==> src/rtl/msr_pkg.sv <==
package msr_pkg;
  // index of each line in the level nibble; the flag of a line shares its index
  localparam int unsigned IX_CTS = 0;
  localparam int unsigned IX_DSR = 1;
  localparam int unsigned IX_RI  = 2;
  localparam int unsigned IX_DCD = 3;
  localparam int unsigned NLINE  = 4;

  typedef logic [NLINE-1:0] line_t;

  // loopback routing of modem-control bits onto the status lines
  function automatic line_t loop_map(input logic dtr, input logic rts,
                                     input logic out1, input logic out2);
    line_t r;
    r[IX_CTS] = rts;
    r[IX_DSR] = dtr;
    r[IX_RI]  = out1;
    r[IX_DCD] = out2;
    return r;
  endfunction

  // change events between the stored level and the new source
  function automatic line_t change_flags(input line_t prev, input line_t cur);
    line_t r;
    r[IX_CTS] = prev[IX_CTS] ^ cur[IX_CTS];
    r[IX_DSR] = prev[IX_DSR] ^ cur[IX_DSR];
    r[IX_RI]  = prev[IX_RI] & ~cur[IX_RI];
    r[IX_DCD] = prev[IX_DCD] ^ cur[IX_DCD];
    return r;
  endfunction
endpackage

==> src/rtl/msr_sync.sv <==
module msr_sync #(
  parameter int unsigned W      = 4,
  parameter int unsigned STAGES = 2
) (
  input  logic         clk,
  input  logic         rst_n,
  input  logic [W-1:0] din,
  output logic [W-1:0] dout
);
  logic [W-1:0] stg [STAGES];

  always_ff @(posedge clk or negedge rst_n) begin
    if (!rst_n) begin
      for (int i = 0; i < int'(STAGES); i++) stg[i] <= '0;
    end else begin
      stg[0] <= din;
      for (int i = 1; i < int'(STAGES); i++) stg[i] <= stg[i-1];
    end
  end

  assign dout = stg[STAGES-1];
endmodule

==> src/rtl/msr_src_sel.sv <==
module msr_src_sel (
  input  logic          lb_en,
  input  msr_pkg::line_t synced,
  input  logic          mc_dtr,
  input  logic          mc_rts,
  input  logic          mc_out1,
  input  logic          mc_out2,
  output msr_pkg::line_t src
);
  msr_pkg::line_t looped;

  assign looped = msr_pkg::loop_map(mc_dtr, mc_rts, mc_out1, mc_out2);

  always_comb begin
    if (lb_en) src = looped;
    else       src = synced;
  end
endmodule

==> src/rtl/msr_track.sv <==
module msr_track #(
  parameter int unsigned WARM = 3
) (
  input  logic           clk,
  input  logic           rst_n,
  input  msr_pkg::line_t src,
  input  logic           clr_req,
  output msr_pkg::line_t lvl_q,
  output msr_pkg::line_t flags_q,
  output msr_pkg::line_t edge_ev,
  output logic           warm_done
);
  localparam int unsigned CW = $clog2(WARM + 1);

  logic [CW-1:0] warm_cnt;

  assign warm_done = (warm_cnt == CW'(WARM));
  assign edge_ev   = warm_done ? msr_pkg::change_flags(lvl_q, src) : '0;

  always_ff @(posedge clk or negedge rst_n) begin
    if (!rst_n) begin
      lvl_q    <= '0;
      flags_q  <= '0;
      warm_cnt <= '0;
    end else begin
      lvl_q <= src;
      if (!warm_done) begin
        warm_cnt <= warm_cnt + CW'(1);
        flags_q  <= '0;
      end else begin
        flags_q <= (clr_req ? '0 : flags_q) | edge_ev;
      end
    end
  end

  a_r4_read_clears: assert property (@(posedge clk) disable iff (!rst_n)
    (clr_req && edge_ev == '0) |=> flags_q == '0);

  a_r2_flags_sticky: assert property (@(posedge clk) disable iff (!rst_n)
    !clr_req |=> (flags_q & $past(flags_q)) == $past(flags_q));

  a_r5_edge_kept: assert property (@(posedge clk) disable iff (!rst_n)
    (edge_ev != '0) |=> (flags_q & $past(edge_ev)) == $past(edge_ev));

  a_r3_teri_on_fall: assert property (@(posedge clk) disable iff (!rst_n)
    $rose(flags_q[msr_pkg::IX_RI]) |-> ($past(lvl_q[msr_pkg::IX_RI]) && !lvl_q[msr_pkg::IX_RI]));

  a_r1_quiet_warmup: assert property (@(posedge clk) disable iff (!rst_n)
    !warm_done |-> flags_q == '0);
endmodule

==> src/rtl/modem_status_reg.sv <==
module modem_status_reg #(
  parameter int unsigned SYNC_STAGES = 2,
  parameter int unsigned MODE_W      = 2,
  parameter logic [7:0]  IR_READBACK = 8'h30
) (
  input  logic              clk,
  input  logic              rst_n,
  input  logic              pin_cts,
  input  logic              pin_dsr,
  input  logic              pin_ri,
  input  logic              pin_dcd,
  input  logic              lb_en,
  input  logic              mc_dtr,
  input  logic              mc_rts,
  input  logic              mc_out1,
  input  logic              mc_out2,
  input  logic [MODE_W-1:0] op_mode,
  input  logic              ir_mode,
  input  logic              ir_stat_sel,
  input  logic              rd_stb,
  input  logic              ms_ie,
  output logic [7:0]        rd_data,
  output logic              ms_event
);
  localparam int unsigned WARM = SYNC_STAGES + 1;

  msr_pkg::line_t pins, synced, src, lvl_q, flags_q, edge_ev;
  logic [MODE_W-1:0] mode_q;
  logic mode_chg, clr_req, fixed_rd, warm_done;

  always_comb begin
    pins = '0;
    pins[msr_pkg::IX_CTS] = pin_cts;
    pins[msr_pkg::IX_DSR] = pin_dsr;
    pins[msr_pkg::IX_RI]  = pin_ri;
    pins[msr_pkg::IX_DCD] = pin_dcd;
  end

  msr_sync #(.W(msr_pkg::NLINE), .STAGES(SYNC_STAGES)) u_sync (
    .clk(clk), .rst_n(rst_n), .din(pins), .dout(synced)
  );

  msr_src_sel u_sel (
    .lb_en(lb_en), .synced(synced), .mc_dtr(mc_dtr), .mc_rts(mc_rts),
    .mc_out1(mc_out1), .mc_out2(mc_out2), .src(src)
  );

  always_ff @(posedge clk or negedge rst_n) begin
    if (!rst_n) mode_q <= '0;
    else        mode_q <= op_mode;
  end

  assign mode_chg = (op_mode != mode_q);
  assign clr_req  = rd_stb | (mode_chg & ~ir_stat_sel);

  msr_track #(.WARM(WARM)) u_track (
    .clk(clk), .rst_n(rst_n), .src(src), .clr_req(clr_req),
    .lvl_q(lvl_q), .flags_q(flags_q), .edge_ev(edge_ev), .warm_done(warm_done)
  );

  assign fixed_rd = ir_mode & ir_stat_sel;
  assign rd_data  = fixed_rd ? IR_READBACK : {lvl_q, flags_q};
  assign ms_event = ms_ie & (|flags_q);

  a_r7_fixed_readback: assert property (@(posedge clk) disable iff (!rst_n)
    (ir_mode && ir_stat_sel) |-> rd_data == IR_READBACK);

  a_r10_event_needs_enable: assert property (@(posedge clk) disable iff (!rst_n)
    ms_event |-> ms_ie);

  a_r10_event_on_flag: assert property (@(posedge clk) disable iff (!rst_n)
    (ms_ie && !fixed_rd && rd_data[3:0] != 4'h0) |-> ms_event);

  a_r6_mode_clear: assert property (@(posedge clk) disable iff (!rst_n)
    (mode_chg && !ir_stat_sel && edge_ev == '0) |=> flags_q == '0);

  a_r6_mode_hold: assert property (@(posedge clk) disable iff (!rst_n)
    (mode_chg && ir_stat_sel && !rd_stb && warm_done) |=> (flags_q & $past(flags_q)) == $past(flags_q));
endmodule

==> config.mk <==
export PLATFORM = sky130hd
export DESIGN_NAME = modem_status_reg
export DESIGN_NICKNAME = d
export VERILOG_FILES = /design/src/rtl/msr_pkg.sv /design/src/rtl/msr_sync.sv /design/src/rtl/msr_src_sel.sv /design/src/rtl/msr_track.sv /design/src/rtl/modem_status_reg.sv
export SDC_FILE = /design/constraint.sdc
export NUM_CORES = 1
export LEC_CHECK = 0
export ABC_AREA = 0
export BUFFER_PORTS_ARGS = -buffer_cell sky130_fd_sc_hd__buf_2
export CORE_MARGIN = 2
export CORE_UTILIZATION = 48
export DETAILED_ROUTE_END_ITERATION = 16
export PLACE_DENSITY = 0.81
export SYNTH_ARGS = -nofsm -noshare
export SYNTH_HDL_FRONTEND = slang
export SYNTH_HIERARCHICAL = 1
export SYNTH_SLANG_ARGS = --single-unit
==> constraint.sdc <==
create_clock -name clk -period 1.4 [get_ports clk]
set_input_delay 0.28 -clock clk [delete_from_list [all_inputs] [get_ports clk]]
set_output_delay 0.28 -clock clk [all_outputs]
set_load 0.05 [all_outputs]
---- After elaboration in Yosys (flattened, before gate mapping) ----
Index checks and enable logic that the tools add are counted.
cells by class
  add/sub/neg operators ................... 1
  equal/unequal tests ..................... 2
  mux-type cells .......................... 5
  bitwise gates (word level) .............. 11
  reductions and logical operators ........ 1
operator list
  kind                                         count
  2-to-1 mux 4 bit                             4
  2-to-1 mux 8 bit                             1
  AND 1 bit                                    4
  OR 4 bit                                     1
  OR reduction 4 bit                           1
  XOR 1 bit                                    3
  adder 2 x 1 -> 2 bit, second input constant  1
  == test 2 bit, second input constant         1
  inequality test 2 bit                        1
  NOT 1 bit                                    2
  OR 1 bit                                     1
storage, ports and cells
  register bits after elaboration ......... 20
  bits of input ports ..................... 17
  output and inout port bits .............. 9

---- Logic depth before layout (Yosys ltp) ----
Gate-level depths: netlist (run 1).
  word-level depth ........................ 6
  mapped depth ............................ 5
  gate-level depth less buffers ........... 5

---- By module ----
The synthesis (run 1) kept the hierarchy.
modules (own cells, without submodules)
  module            times used  cells each  area an instance (µm²)  sequential area each (µm²)
  msr_track         1           30          410.4                   250.2
  msr_sync          1           12          230.2                   200.2
  modem_status_reg  1           16          143.9                   50.0
  msr_src_sel       1           4           45.0                    0.0

---- Least setup slack after synthesis (run 1) ----
No wires, ideal clock.
  path kind ............................... reg2out
  start point ............................. register u_track.flags_q[3]
  end point ............................... output port ms_event
  arrival ................................. 983 ps
  data required time ...................... 1,120 ps
  path slack .............................. 137 ps
  stages on the path, launching flop included .. 2
  buffers on the path ..................... 0
  path through ............................ dfrtp_1 o41a_1
between the ends
  cells in the longest elaborated chain, start to end .. 2
RTL lines
  item                    line                    source
  start, declared         msr_track.sv:9          output msr_pkg::line_t flags_q,
  start signal, assigned  msr_track.sv:31         flags_q <= (clr_req ? '0 : flags_q) | edge_ev;
  OR reduction 4 bit      modem_status_reg.sv:63  assign ms_event = ms_ie & (|flags_q);
  AND 1 bit               modem_status_reg.sv:63
  end, declared           modem_status_reg.sv:23  output logic ms_event
No other way between the ends.

---- Final worst setup path (run 1) ----
Ends and elaborated chain as after synthesis.

==> out/results.txt, run 1 <==
Switching power: 0.000365 W
Period utilization: 113%
Worst path cell trace: o41a_1 > buf_6
Final Routed Wirelength: 1320 microns
Detail Route Antenna Nets: 0
Routed via count: 507
R2r worst-path depth: 5
Largest stage delay on the critical path: 440 ps
Pwr per Cell Area: 1370 nW/um^2
Largest net degree at the start of global routing: 21
Skew-Pair Late Insertion Delay: 300 ps
CP Depth: 2
Worst Clk Skew: 6.64 ps
PortBufs: 25
Placer congestion estimate: 0.693
Hold path cells: 1
Die H: 45.0 microns
Unrepaired setup endpoints after global routing: true
Warnings, synthesis: 6
Lkg Pwr: 0.480 nW
Worst Setup End Kind: primary output
Post-Syn Area: 807 sq um
Startpoint Class: flip-flop
TritonCTS Sinks: 20
Sw Share: 26.4%
Failing checks: setup timing
Worst-Margin Slew: 434 ps
Place WS: 121 ps
Critical path's slowest cell: o41a_1
CORE AREA: 1540 sq um
Root Driver: clkbuf_4
GRT Overall Usage: 16.1%
Drt pass-1 iters: 1
Hold Fails Final Rpt: 0
VDD IR-drop max: 0.981 mV
Logic gate share of total power: 20.5%
Max Clk Rate: 632 MHz
Final worst setup slack: -182 ps
Die area: 2030 sq um
GRT overflow: 0
Hold/Removal Path Class: input pin to flip-flop
Family with the most delay on the worst path: compound AO/OA/AOI/OAI gates
Rel. slew slack: 71.0%
Max-slew violations: 0
CTS tree: built
Die W: 45.0 microns
# IOs: 26
Clk slew on worst S/H paths: 110 ps
Diodes inserted: 0
DR iter-0 viols: 0
Buffer and inverter count on the worst path: 1
Mapped Avg Cell Area: 13.9 sq um
Max_cap viols: 0
Clock Path Buffers: 2
Vias in the first global route: 523
Clock share of power: 33.3%
Cells after synthesis: 58
Layout cell share with drive strength beyond 1: 42.4%
Effective utilization at floorplan: 52.4%
DRC Markers: 0
Critical path class: flip-flop to primary output
Num rows: 14
Tmin final: 1580 ps
CTS Buf Count: 3
H-tree depth: 1
Vias per inst: 5.02
Layout Area Growth over Synthesis: 25.6%
Routed wire per std cell: 13.0 microns
Outcome: finished, violations left
Critical Path AT: 1300 ps
Seq pwr share: 46.2%
Pwr Total: 0.00139 W
Final setup fails: 1
Initial antenna violation count: 0
Worst EP required: 1120 ps
CP Max Fanout: 2
Internal: 0.00102 W
Dpl hpwl: 980 microns
Syn nets: 77
First-pass GRT wire length: 2210 microns
Layout Nets: 105
## stage by stage
stage               util, %  hold slack [ps]  instances  area (sq um)  setup TNS (ps)
finish                 65.7             75.4        101          1010            -182
floorplan                 -            -15.6         58           807               0
global placement       59.8              240         95           922               0
CTS                    65.3             61.9        101          1010            -200
global route           65.7             51.7        101          1010            -255
detailed placement     59.8              246         95           922               0
## path summary, 6_finish.rpt
check                                    from            endpoint  slack (ps)
setup / recovery           u_track/flags_q[3]            ms_event        -180
hold / removal                        pin_cts       u_sync/stg[4]          80
setup reg to reg                    mode_q[1]  u_track/flags_q[2]         150
hold reg to reg                 u_sync/stg[6]      u_sync/dout[2]         360
max in group asynchronous               rst_n      u_sync/dout[0]         650
min in group asynchronous               rst_n  u_track/flags_q[3]         440
## power by group through the flow
stage	combinational (W)	sequential, W	clock (W)
after floorplan	0.000190	0.000646	0
after global placement	0.000250	0.000648	0
after detailed placement	0.000255	0.000653	0
after CTS	0.000281	0.000641	0.000475
after global routing	0.000305	0.000645	0.000499
final	0.000284	0.000640	0.000462
## area by class of cell
class | count | area (sq um)
multi-input cells | 34 | 279
fillers | 114 | 528
flip-flops and latches | 20 | 500
clock inverters | 1 | 30.0
clock buffers | 3 | 22.5
well taps | 16 | 20.0
repair buffers | 27 | 161
## cells in the final DEF, fill, tap and decap left out, drive strengths merged
cell,instances
a21boi,1
a21oi,1
and2,6
buf,26
bufinv,1
clkbuf,3
dfrtp,20
dlygate4sd3,1
ha,2
mux2,5
nand2,1
nand2b,3
nand3b,1
nor2b,3
o21a,3
o41a,1
or2,1
xnor2,3
xor2,3
## flip-flops by register name, summed over array words and instances, names as in the netlist
register	cells
mode_q	2
u_track/warm_cnt	2
u_sync/stg	4
u_sync/dout	4
u_track/lvl_q	4
u_track/flags_q	4
## layer usage
layer / up-vias / track usage (%) / wire [microns]
met5: - / 0 / 0
met4: 0 / 10.6 / 8
met3: 2 / 2.40 / 74
met2: 20 / 29.4 / 687
met1: 242 / 16.7 / 545
li1: 243 / - / -
## what timing repair did
item                                    4_1_cts  5_1_grt
endpoints found under the hold margin        20        0
endpoints found under the setup margin        1        3
pin swaps                                     1        1
hold buffers                                  1        0
cloned                                        0        0
setup buffers                                 1        1
resized for setup                             5        3
Power figures use the tool's default switching activity.
==> run 2: changes to the inputs <==
ABC_AREA = 1   (was 0)
CORE_UTILIZATION = 49   (was 48)
==> run 2 against run 1 <==
- the run still ends with setup timing left
- non-clock buffer count grew 2
- synthesized cell count grew 78%
- total power shrank 11%
- via count grew 33%
- cell count grew 55%
- critical endpoint unchanged
==> out/results.txt, run 2 <==
Dpl hpwl: 1050 microns (+7.4%)
PortBufs: 25 (unchanged)
Critical path class: flip-flop to primary output
# fillers: 154 (+35%)
Layout Nets: 152 (+45%)
Critical Path AT: 1170 ps (-130 ps)
Placer congestion estimate: 0.711 (+2.6%)
Largest stage delay on the critical path: 400 ps (-40 ps)
Failing checks: setup timing
# IOs: 26 (unchanged)
Worst-Margin Slew: 434 ps (-0.769 ps)
Die H: 46.4 microns (+3.0%)
GRT overflow: 0 (unchanged)
Post-Syn Area: 880 sq um (+9.0%)
Mapped Avg Cell Area: 8.54 sq um (-39%)
Lkg Pwr: 0.651 nW (+35%)
Outcome: finished, violations left
First-pass GRT wire length: 2110 microns (-4.4%)
Vias per inst: 4.28 (-15%)
Worst Setup End Kind: primary output
CP Max Fanout: 2 (unchanged)
DRC Markers: 0 (unchanged)
CTS tree: built
Vias in the first global route: 537 (+2.7%)
Num rows: 15 (+1)
Die W: 46.4 microns (+3.0%)
Max Clk Rate: 690 MHz (+9.1%)
GRT Overall Usage: 14.4% (-1.7 points)
Max_cap viols: 0 (unchanged)
VDD IR-drop max: 0.814 mV (-17%)
Hold/Removal Path Class: input pin to flip-flop
TritonCTS Sinks: 20 (unchanged)
Final Routed Wirelength: 1470 microns (+11%)
Routed wire per std cell: 9.34 microns (-28%)
Syn nets: 122 (+58%)
Routed via count: 672 (+33%)
Max-slew violations: 0 (unchanged)
Most frequent cells in the layout: nand2_1, inv_1, dfrtp_1
Largest net degree at the start of global routing: 21 (unchanged)
Rel. slew slack: 71.1% (about the same)
CORE AREA: 1710 sq um (+11%)
Pwr Total: 0.00124 W (-11%)
Worst path cell trace: inv_1 > nand3_1 > o21a_1 > buf_6
Diodes inserted: 0 (unchanged)
Skew-Pair Late Insertion Delay: 300 ps (about the same)
Period utilization: 104% (-9.5 points)
Initial antenna violation count: 0 (unchanged)
H-tree depth: 1 (unchanged)
Final worst setup slack: -49.4 ps (+132 ps)
Layout Area Growth over Synthesis: 25.5% (about the same)
Most common cell after layout, fill and taps aside: nand2_1
Final setup fails: 1 (unchanged)
Tmin final: 1450 ps (-132 ps)
Root Driver: clkbuf_4
Die area: 2150 sq um (+6.2%)
Unrepaired setup endpoints after global routing: true
Startpoint Class: flip-flop
CTS Buf Count: 3 (unchanged)
Effective utilization at floorplan: 51.5% (-0.85 points)
Hold Fails Final Rpt: 0 (unchanged)
Final core utilization: 64.6% (-1.1 points)
DR iter-0 viols: 0 (unchanged)
Critical path's slowest cell: dfrtp_1
Drt pass-1 iters: 1 (unchanged)
Layout cell share with drive strength beyond 1: 28.8% (-14 points)
Clock Path Buffers: 2 (unchanged)
Warnings, synthesis: 6 (unchanged)
Clk slew on worst S/H paths: 110 ps (about the same)
Worst EP required: 1120 ps (about the same)
Detail Route Antenna Nets: 0 (unchanged)
Worst Clk Skew: 12.4 ps (+5.77 ps)
Cells after synthesis: 103 (+78%)
Pwr per Cell Area: 1120 nW/um^2 (-18%)
==> run 2: worst paths after layout <==
| kind | startpoint | to | slack, ps | cells after the start |
|---|---|---|---|---|
| min reg2reg | u_sync/stg[7] | u_sync/dout[3] | 360 | 0 |
| max | u_track/flags_q[2] | ms_event | -50 | 4 |
| min in group asynchronous | rst_n | u_track/flags_q[2] | 430 | 2 |
| min | pin_cts | u_sync/stg[4] | 80 | 1 |
| max in group asynchronous | rst_n | mode_q[0] | 650 | 2 |
| max reg2reg | mode_q[0] | u_track/flags_q[2] | 370 | 9 |
==> run 2: final cells by class <==
class	instances	area, sq um	area share, %
Inverter	24	90.1	8.16
Sequential cell	20	500	45.4
Clock buffer	4	36.3	3.29
Multi-Input combinational cell	55	259	23.5
Tap cell	25	31.3	2.83
Timing Repair Buffer	29	186	16.9
==> run 2: power by group <==
group          switching (W)  internal [W]
clock               0.000166      0.000158
combinational       0.000180     0.0000978
sequential         0.0000198      0.000615
==> run 2: critical path: cells and delay by family, from the launching register on <==
family          cells  cell delay [ps]
flops               1              400
buf+inv             2              230
compound gates      1              180
simple gates        1               60
==> run 2: layer usage <==
layer  vias to the layer above  part of all wire, %  track usage [%]
met5                         -                    0                0
met4                         0                  1.2             10.3
met3                         2                  5.1             2.35
met2                        23                   48             23.6
met1                       296                   46             16.8
li1                        351                    -                -
==> run 2: what timing repair did <==
item / 4_1_cts / 5_1_grt
setup buffers: 1 / 2
pin swaps: 0 / 2
gates resized for setup: 5 / 8
hold buffers: 1 / 0
setup endpoints to repair: 3 / 7
hold endpoints to repair: 20 / 0
==> run 2: through the flow <==
| stage | std cells | setup WS (ps) | setup TNS, ps | hold WS [ps] | cell area (sq um) |
|---|---|---|---|---|---|
| floorplan | 103 | 73.7 | 0 | -15.6 | 880 |
| global placement | 149 | 199 | 0 | 237 | 1010 |
| detailed placement | 149 | 179 | 0 | 248 | 1010 |
| CTS | 155 | -64.9 | -64.9 | 68.3 | 1070 |
| global route | 157 | -87.1 | -90.3 | 67.4 | 1100 |
| finish | 157 | -49.4 | -49.4 | 78.0 | 1100 |
==> run 3: changes to the inputs <==
CORE_MARGIN = unset   (was 2)
==> run 3 against run 2 <==
- the flow still finishes with violations (setup timing)
- flip-flop and latch count unchanged
- clock power is 22% lower
- first-iteration DRC count rose by 10
- sequential share of layout area rose by 0.21 points
- setup slack gained 0.91 ps
- non-clock buffer count rose by 2
- via count up 4.9%
- design area decreased by 0.45%
- utilization is 4.3 points higher
- critical endpoint unchanged
- largest cell class unchanged
- highest routed layer is now met3
==> out/results.txt, run 3 (same netlist as run 2, synthesis figures left out) <==
Pwr per Cell Area: 1070 nW/um^2 (-4.9%)
Vias per inst: 4.49 (+4.9%)
R2r worst-path depth: 9 (unchanged)
Critical path class: flip-flop to primary output
Rel. slew slack: 72.0% (+0.91 points)
VDD IR-drop max: 0.744 mV (-8.7%)
Placer congestion estimate: 0.687 (-3.3%)
Dpl cells: 148 (-0.67%)
DP Area: 1000 sq um (-0.12%)
Pwr Total: 0.00117 W (-5.4%)
Layout cell share with drive strength beyond 1: 30.8% (+2.0 points)
Hold path cells: 1 (unchanged)
Initial antenna violation count: 0 (unchanged)
Worst Clk Skew: 2.58 ps (-9.84 ps)
Routed via count: 705 (+4.9%)
Effective utilization at floorplan: 55.2% (+3.7 points)
Critical path's slowest cell: dfrtp_1
Startpoint Class: flip-flop
Hold/Removal Path Class: input pin to flip-flop
Worst Setup End Kind: primary output
Critical Path AT: 1170 ps (about the same)
Die area: 1970 sq um (-8.4%)
Period utilization: 103% (about the same)
Outcome: finished, violations left
DRC Markers: 0 (unchanged)
PortBufs: 25 (unchanged)
DR iter-0 viols: 10 (+10)
Final Routed Wirelength: 1580 microns (+7.5%)
Most common cell after layout, fill and taps aside: nand2_1
CORE AREA: 1590 sq um (-6.7%)
Num rows: 14 (-1)
Design area: 1100 sq um (-0.45%)
Final worst setup slack: -48.5 ps (+0.909 ps)
Hold Fails Final Rpt: 0 (unchanged)
Final setup fails: 1 (unchanged)
Max-slew violations: 0 (unchanged)
CTS Buf Count: 3 (unchanged)
Largest stage delay on the critical path: 400 ps (about the same)
Most frequent cells in the layout: nand2_1, buf_2, dfrtp_1
H-tree depth: 1 (unchanged)
Clk slew on worst S/H paths: 100 ps (about the same)
Max_cap viols: 0 (unchanged)
Worst-Margin Slew: 420 ps (-13.6 ps)
Routed wire per std cell: 10.0 microns (+7.5%)
Max Clk Rate: 690 MHz (about the same)
Lkg Pwr: 0.651 nW (about the same)
First-pass GRT wire length: 2530 microns (+20%)
Worst EP required: 1120 ps (about the same)
CP Max Fanout: 2 (unchanged)
Die W: 44.4 microns (-4.3%)
TritonCTS Sinks: 20 (unchanged)
GRT overflow: 0 (unchanged)
Vias in the first global route: 676 (+26%)
GRT Overall Usage: 18.0% (+3.6 points)
# IOs: 26 (unchanged)
Layout Nets: 154 (+1.3%)
Tmin final: 1450 ps (-0.909 ps)
# fillers: 139 (-9.7%)
Dpl hpwl: 1140 microns (+8.5%)
Unrepaired setup endpoints after global routing: true
Skew-Pair Late Insertion Delay: 280 ps (-20 ps)
Clock Path Buffers: 2 (unchanged)
Largest net degree at the start of global routing: 21 (unchanged)
Drt pass-1 iters: 4 (+3)
Worst path cell trace: inv_2 > nand3_2 > o21a_1 > buf_6
Diodes inserted: 0 (unchanged)
Failing checks: setup timing
CTS tree: built
Detail Route Antenna Nets: 0 (unchanged)
Layout Area Growth over Synthesis: 24.9%
Die H: 44.4 microns (-4.3%)
Root Driver: clkbuf_4
Fin cells: 157 (unchanged)
-- run 3: timing repair --
action / CTS / global route
hold endpoints to repair: 20 / 0
endpoints found under the setup margin: 2 / 5
pin swaps: 0 / 3
gates resized for setup: 3 / 8
setup buffers: 0 / 5
hold buffers: 1 / 0
-- run 3: path summary, 6_finish.rpt --
kind | startpoint | end | slack, ps
setup reg to reg | mode_q[0] | u_track/flags_q[2] | 340
setup / recovery | u_track/flags_q[2] | ms_event | -50
hold / removal | pin_ri | u_sync/stg[6] | 90
max in group asynchronous | rst_n | u_track/lvl_q[0] | 660
hold reg to reg | u_sync/stg[4] | u_sync/dout[0] | 360
min in group asynchronous | rst_n | u_sync/dout[3] | 450
-- run 3: area by class of cell --
type	count	area [sq um]	area share, %
sequential	20	500	45.6
multi-input combinational	55	264	24.0
timing repair buffer	31	191	17.4
inverter	24	90.1	8.20
tap	24	30.0	2.73
clock buffer	3	22.5	2.05
-- run 3: report_power, final --
group / internal (W) / total, W / switching, W
combinational: 0.0000980 / 0.000284 / 0.000186
sequential: 0.000615 / 0.000636 / 0.0000210
clock: 0.0000998 / 0.000252 / 0.000152
total: 0.000813 / 0.00117 / 0.000359
-- run 3: routing by layer --
layer  vias to the layer above  share of wire, %  GRT usage [%]
li1                        356                 -              -
met1                       329                43           20.9
met2                        20                54           32.4
met3                         0               3.2           3.67
met4                         0                 0           7.27
met5                         -                 0              0
-- run 3: through the flow --
stage | setup TNS (ps) | hold WS [ps] | setup slack (ps) | util [%]
5_1_grt | -147 | 73.8 | -100 | 68.9
4_1_cts | -66.8 | 83.5 | -66.8 | 65.6
3_5_place_dp | 0 | 242 | 182 | 63.0
3_3_place_gp | 0 | 240 | 202 | 63.0
6_report | -48.5 | 91.4 | -48.5 | 68.9
2_1_floorplan | 0 | -15.6 | 73.7 | -
-- run 3: worst max-delay path: cells and delay by family, from the launching register on --
| family | cells | cell delay, ps |
|---|---|---|
| simple gates | 1 | 70 |
| buf+inv | 2 | 220 |
| flops | 1 | 400 |
| compound gates | 1 | 200 |
